--- src/rtl/obr_pkg.sv ---
package obr_pkg;

    localparam int DATA_W    = 8;
    localparam int NUM_REGS  = 4;
    localparam int IDX_W     = $clog2(NUM_REGS);

    // Register roles and bit positions the neighbouring logic decodes
    localparam int IDX_SUBST = 1;
    localparam int IDX_CHR   = 2;
    localparam int IDX_MODE  = 3;
    localparam int LOCK_BIT  = 7;
    localparam int SUBST_BIT = 0;
    localparam int GUARD_BIT = 7;

    typedef logic [DATA_W-1:0] byte_t;

    typedef struct packed {
        logic             en;
        logic [IDX_W-1:0] idx;
        byte_t            data;
    } wr_req_t;

    // Bits of the CHR register that a write must leave untouched
    function automatic byte_t chr_guard_mask(input byte_t cur);
        byte_t m;
        m = '0;
        if (cur[GUARD_BIT]) m[7:4] = 4'hF;
        m[3:1] = m[3:1] | cur[6:4];
        return m;
    endfunction

endpackage

--- src/rtl/obr_write_decode.sv ---
module obr_write_decode
    import obr_pkg::*;
(
    input  wr_req_t             req,
    input  logic                locked,
    output logic [NUM_REGS-1:0] hit
);
    for (genvar i = 0; i < NUM_REGS; i++) begin : g_hit
        if (i == IDX_CHR) begin : g_free
            assign hit[i] = req.en && (req.idx == IDX_W'(i));
        end else begin : g_gated
            assign hit[i] = req.en && !locked && (req.idx == IDX_W'(i));
        end
    end
endmodule

--- src/rtl/obr_plain_reg.sv ---
module obr_plain_reg
    import obr_pkg::*;
(
    input  logic  clk,
    input  logic  clr,
    input  logic  load,
    input  byte_t din,
    output byte_t q
);
    always_ff @(posedge clk) begin
        if (clr)
            q <= '0;
        else if (load)
            q <= din;
    end
endmodule

--- src/rtl/obr_chr_reg.sv ---
module obr_chr_reg
    import obr_pkg::*;
(
    input  logic  clk,
    input  logic  clr,
    input  logic  load,
    input  byte_t din,
    output byte_t q
);
    byte_t guard;

    always_comb guard = chr_guard_mask(q);

    always_ff @(posedge clk) begin
        if (clr)
            q <= '0;
        else if (load)
            q <= (q & guard) | (din & ~guard);
    end
endmodule

--- src/rtl/obr_selector.sv ---
module obr_selector #(
    parameter int SEL_W = 2
) (
    input  logic clk,
    input  logic rst,
    input  logic step,
    output logic low_bit
);
    logic [SEL_W-1:0] count;

    always_ff @(posedge clk) begin
        if (rst)
            count <= '0;
        else if (step)
            count <= count + SEL_W'(1);
    end

    assign low_bit = count[0];
endmodule

--- src/rtl/outer_bank_regs.sv ---
module outer_bank_regs
    import obr_pkg::*;
#(
    parameter int SEL_W = 2
) (
    input  logic       clk,
    input  logic       rst,
    input  logic       soft_rst,
    input  logic       wr_en,
    input  logic [1:0] wr_addr,
    input  logic [7:0] wr_data,
    input  logic       cpu_a0,
    output logic [7:0] bank0,
    output logic [7:0] bank1,
    output logic [7:0] bank2,
    output logic [7:0] bank3,
    output logic       sel_bit,
    output logic       prg_a0
);
    wr_req_t             req;
    logic [NUM_REGS-1:0] hit;
    byte_t               regs_q [NUM_REGS];
    logic                clr_all;

    assign req     = '{en: wr_en, idx: wr_addr, data: wr_data};
    assign clr_all = rst || soft_rst;

    obr_write_decode u_dec (
        .req    (req),
        .locked (regs_q[IDX_MODE][LOCK_BIT]),
        .hit    (hit)
    );

    for (genvar i = 0; i < NUM_REGS; i++) begin : g_reg
        if (i == IDX_CHR) begin : g_chr
            obr_chr_reg u_r (
                .clk  (clk),
                .clr  (clr_all),
                .load (hit[i]),
                .din  (req.data),
                .q    (regs_q[i])
            );
        end else begin : g_plain
            obr_plain_reg u_r (
                .clk  (clk),
                .clr  (clr_all),
                .load (hit[i]),
                .din  (req.data),
                .q    (regs_q[i])
            );
        end
    end

    obr_selector #(.SEL_W(SEL_W)) u_sel (
        .clk     (clk),
        .rst     (rst),
        .step    (soft_rst),
        .low_bit (sel_bit)
    );

    assign bank0  = regs_q[0];
    assign bank1  = regs_q[1];
    assign bank2  = regs_q[2];
    assign bank3  = regs_q[3];
    assign prg_a0 = regs_q[IDX_SUBST][SUBST_BIT] ? sel_bit : cpu_a0;
endmodule

--- config.mk ---
export PLATFORM = sky130hd
export DESIGN_NAME = outer_bank_regs
export DESIGN_NICKNAME = d
export VERILOG_FILES = /design/src/rtl/obr_pkg.sv /design/src/rtl/obr_write_decode.sv /design/src/rtl/obr_plain_reg.sv /design/src/rtl/obr_chr_reg.sv /design/src/rtl/obr_selector.sv /design/src/rtl/outer_bank_regs.sv
export SDC_FILE = /design/constraint.sdc
export NUM_CORES = 1
export LEC_CHECK = 0
export CORE_ASPECT_RATIO = 1.1
export CORE_UTILIZATION = 45
export DETAILED_ROUTE_END_ITERATION = 10
export PLACE_DENSITY = 0.79
export SYNTH_ARGS = -nofsm -noshare
export SYNTH_HDL_FRONTEND = slang
export SYNTH_SLANG_ARGS = --single-unit
--- constraint.sdc ---
create_clock -name clk -period 1.6 [get_ports clk]
set_input_delay 0.24 -clock clk [delete_from_list [all_inputs] [get_ports clk]]
set_output_delay 0.24 -clock clk [all_outputs]
set_load 0.005 [all_outputs]
# Word-level counts from Yosys, hierarchy flattened
# Index checks and enable logic that the tools add are counted.
word_totals:
  ff_bits: 34
  in_bits: 15
  out_inout_bits: 34
op_classes:
  addsub: 1
  n_eq_ne: 3
  n_mux: 2
  bitwise_logic: 4
  reduce_logical: 8
ops:
  columns: ["operator", "n"]
  rows:
  - ["$and A8 B8 Y8", 2]
  - ["$not A8 Y8", 1]
  - ["$or A8 B8 Y8", 1]
  - ["$logic_and A1 B1 Y1", 5]
  - ["$eq A2 B2 Y1 const B", 2]
  - ["$mux W4", 1]
  - ["$add A2 B1 Y2 const B", 1]
  - ["$eq A2 B1 Y1 const B", 1]
  - ["$logic_not A2 Y1", 1]
  - ["$logic_not A1 Y1", 1]
  - ["$logic_or A1 B1 Y1", 1]
  - ["$mux W1", 1]

# Longest topological paths before layout
# Gate-level depths: netlist (run 1).
depth:
  ltp_word: 4
  mapped_depth: 3

# Hierarchy
# From an unflattened synthesis (run 1), not the netlist that was laid out.
hier_totals:
  cells_unflattened: 123
  area_unflattened_um2: 1340.0
by_module_without_submodules:
  columns: ["module", "n_inst", "cells_each", "area_per_inst_um2"]
  rows:
  - ["obr_plain_reg", 3, 26, 285.3]
  - ["obr_chr_reg", 1, 36, 384.1]
  - ["obr_write_decode", 1, 4, 46.3]
  - ["obr_selector", 1, 3, 32.5]
  - ["outer_bank_regs", 1, 2, 21.3]

# Least setup slack after synthesis (run 1)
# Ideal clock, no wire load.
synth_path:
  path_kind: "register to register"
  from: "register g_reg[3].g_plain.u_r.q[7]"
  to: "register g_reg[0].g_plain.u_r.q[0]"
  setup_ns: 0.119
  arrival_ns: 1.103
  slack_ns: 0.378
  path_stages_with_launch: 4
  cell_sequence: "dfxtp_1 -> or4b_1 -> buf_6 -> mux2i_1"
synth_between:
  elab_chain_len: 3
synth_lines:
  columns: ["item", "line_no", "text"]
  rows:
  - ["start, declared", "obr_plain_reg.sv:8", "output byte_t q"]
  - ["start signal, assigned", "obr_plain_reg.sv:14", "q <= din;"]
  - ["$logic_not A1 Y1", "obr_write_decode.sv:12", "assign hit[i] = req.en && !locked && (req.idx == IDX_W'(i));"]
  - ["$logic_and A1 B1 Y1 (2 in series)", "obr_write_decode.sv:12", null]
  - ["end signal, assigned", "obr_plain_reg.sv:14", null]
  - ["end, declared", "obr_plain_reg.sv:8", null]
# No other way between the ends.
# A chain may end at the register's enable or synchronous reset.

# Worst setup path after layout (run 1)
layout_path:
  from: "register g_reg[3].g_plain.u_r.q[7]"
  to: "output bank3[7]"
layout_lines:
  columns: ["item", "line_no", "text"]
  rows:
  - ["end, declared", "outer_bank_regs.sv:16", "output logic [7:0] bank3,"]
# No word-level cell between the ends.

==> impl_metrics.ini, run 1 <==
[grt]
grt_pass1_vias = 1178
grt_max_degree = 41
antenna_found_initial = 0
grt_pass1_wl_um = 5620
grt_usage_pct = 20.8
grt-ovfl-total = 0

[floorplanning]
dieHeight_um = 62.3
dieArea_mm2 = 0.00354
core_mm2 = 0.00310
io_pins = 49
num_rows = 21
die_x_um = 56.8
start_util_pct = 48.0

[route]
drtIter0Drc = 27
ant_nets = 0
vias_per_cell = 5.47
wl_per_cell_um = 16.0
dr.pass1.iters = 7
num_vias = 1175
wl_um = 3440
drcViolationCount = 4

[clocking]
clk_latency_ns = 0.34
cts_tree = built
cts-htree-levels = 2
cts_root_buf = clkbuf_4
cts_buffers = 5
clock-sinks = 33
post_cts_buffers = 0
ctsLongestPathBuffers = 2
clk_pin_slew_ns = 0.11

[timing]
layout_setup_ws_ns = 0.0647
drv_slew = 0
fmax_mhz = 651
post-route-period-util_pct = 96.0
tightest_slew_ns = 0.340
rsz0062_at_grt = no
fin_skew_ns = 0.0160
slew_headroom_pct = 77.0
hold_viol = 0
period_minus_slack_ns = 1.54
finalSetupViolations = 0

[critical_path]
r2r_cells = 3
cp_slowest_cell = clkdlybuf4s50_1
startpoint_type = register
cpLargestDelayFamily = buffers and inverters
path_max_fanout = 6
endpoint_kind = primary output
r2r-end = g_reg[0].g_plain.u_r.q[2]
critPathArrivalTime_ns = 1.30
rrSetupSlack_ns = 0.23
worst-setup-path-type = register to primary output
slowest_delay_ns = 0.54
r2r-start = g_reg[3].g_plain.u_r.q[7]
crit_buf_inv = 1
required_ns = 1.36
cp_cell_sequence = clkdlybuf4s50_1

[power]
p_leak_uw = 0.000847
powerDensity_mw_per_mm2 = 744
total_power_uw = 1570
peakVddDrop_mv = 0.418

[synth]
ys_types = 18
synth-seq-area-share_pct = 44.4
synth.avg_cell_area_um2 = 11.6
syn_area_mm2 = 0.00149
synthTopCellsByCount = or3b_2 (38), dfxtp_1 (33), mux2i_1 (30), clkbuf_1 (8), nor4bb_1 (3)
synth_seq_cells = 33
ys_warn_count = 0
netlist.area_leader.share_pct = 44.4
syn-num-nets = 143
ys_top_cells_by_area = dfxtp_1 (44%), or3b_2 (22%), mux2i_1 (20%)
syn_inst = 128
async_flop_share_pct = 0
synth_edf_count = 0
synthFlopType = dfxtp_1
yosys.area.top_type = dfxtp_1
synth_most_common_cell = or3b_2

[status]
violations = DRC
outcome = finished with violations

[hold_path]
whs_endpoint = g_reg[2].g_chr.u_r.q[7]
worstHoldPathCells = 1
worstHoldStart = g_reg[2].g_chr.u_r.q[7]
hold_class = register to register

[layout]
seqCellArea_um2 = 662
drive_gt1_share_pct = 32.0
diodes = 0
areaGrowthSynthToFinish_pct = 42.1
nNetsFinal = 195
multi_input_area_um2 = 768
fillers = 264

[placement]
io_buffer_count = 48
finalWeightedCongestion = 0.779
hpwl_um = 2420
dp_slack_ns = -0.0865

[flow_run]
max_cap_violations = 0
## timing repair
item,4_1_cts,5_1_grt
gates resized for setup,2,0
hold buffers,0,0
endpoints found under the setup margin,1,0
## cell type report
| cell class | instances | area share [%] |
|---|---|---|
| clock buffers | 7 | 3.08 |
| well taps | 34 | 2.01 |
| flip-flops and latches | 33 | 31.3 |
| repair buffers | 57 | 27.0 |
| clock inverters | 1 | 0.237 |
| multi-input cells | 83 | 36.3 |
## worst max path at each step
stage / from / end / slack, ns / depth (start not counted)
after floorplan: g_reg[3].g_plain.u_r.q[7] / g_reg[0].g_plain.u_r.q[0] / 0.38 / 3
after global placement: soft_rst / register / -0.05 / 4
after detailed placement: soft_rst / g_reg[0].g_plain.u_r.q[3] / -0.09 / 4
after CTS: g_reg[3].g_plain.u_r.q[7] / bank3[7] / 0.06 / 1
after global routing: g_reg[3].g_plain.u_r.q[7] / bank3[7] / 0.02 / 1
final: g_reg[3].g_plain.u_r.q[7] / bank3[7] / 0.06 / 1
## metrics by stage
| step | cell area, µm² | TNS (ns) | hold WS [ns] | cells | util [%] |
|---|---|---|---|---|---|
| CTS | 2110 | 0 | 0.504 | 215 | 68.2 |
| finish | 2110 | 0 | 0.508 | 215 | 68.2 |
| floorplan | 1490 | 0 | 0.434 | 128 | - |
| global route | 2110 | 0 | 0.517 | 215 | 68.2 |
| global placement | 2040 | -0.518 | 0.482 | 207 | 65.9 |
| detailed placement | 2040 | -1.29 | 0.486 | 207 | 65.9 |
## report_power, final
part,switching (µW),total [µW],leakage (µW),internal (µW)
clock network,287,541,0.0000413,254
logic,75.8,188,0.000538,112
registers,9.25,844,0.000267,835
total,372,1570,0.000847,1200
## layer usage
metal / vias to the layer above / global-route usage [%] / wire length (µm)
met1: 565 / 26.8 / 1570
met4: 0 / 8.23 / 59
met5: - / 0 / 0
met2: 33 / 32.1 / 1620
met3: 7 / 6.46 / 181
li1: 570 / - / -
## cells in the final DEF (no fill, tap or decap)
master           instances
xnor2_1                  1
and4b_1                  1
mux2i_1                 30
clkbuf_4                 5
or3b_2                  38
or4b_1                   1
dfxtp_1                 32
mux2_2                   1
nor2_1                   2
clkdlybuf4s50_1         47
buf_4                    7
o2bb2ai_1                2
nand4b_1                 1
dfxtp_2                  1
dlygate4sd2_1            1
clkinv_2                 1
nand3b_1                 1
nand4bb_1                1
clkbuf_8                 2
nor4bb_1                 3
buf_12                   2
and4bb_2                 1
## cells by family after synthesis
family / Yosys count / share of synthesized area (%)
buf+inv: 12 / 3.95
compound gates: 2 / 1.18
mux: 31 / 20.9
flops: 33 / 44.4
xor+xnor: 1 / 0.589
simple gates: 49 / 28.9
Note: power is estimated with default switching activity, not from simulation.
==> run 2, diff against run 1 <==
--- a/config.mk
+++ b/config.mk
@@ -8,6 +8,7 @@
 export CORE_ASPECT_RATIO = 1.1
 export CORE_UTILIZATION = 45
 export DETAILED_ROUTE_END_ITERATION = 10
+export HOLD_SLACK_MARGIN = 0.15
 export PLACE_DENSITY = 0.79
 export SYNTH_ARGS = -nofsm -noshare
 export SYNTH_HDL_FRONTEND = slang
==> results of run 2 <==
The final DEF is identical to that of run 1; final timing and power are the same.
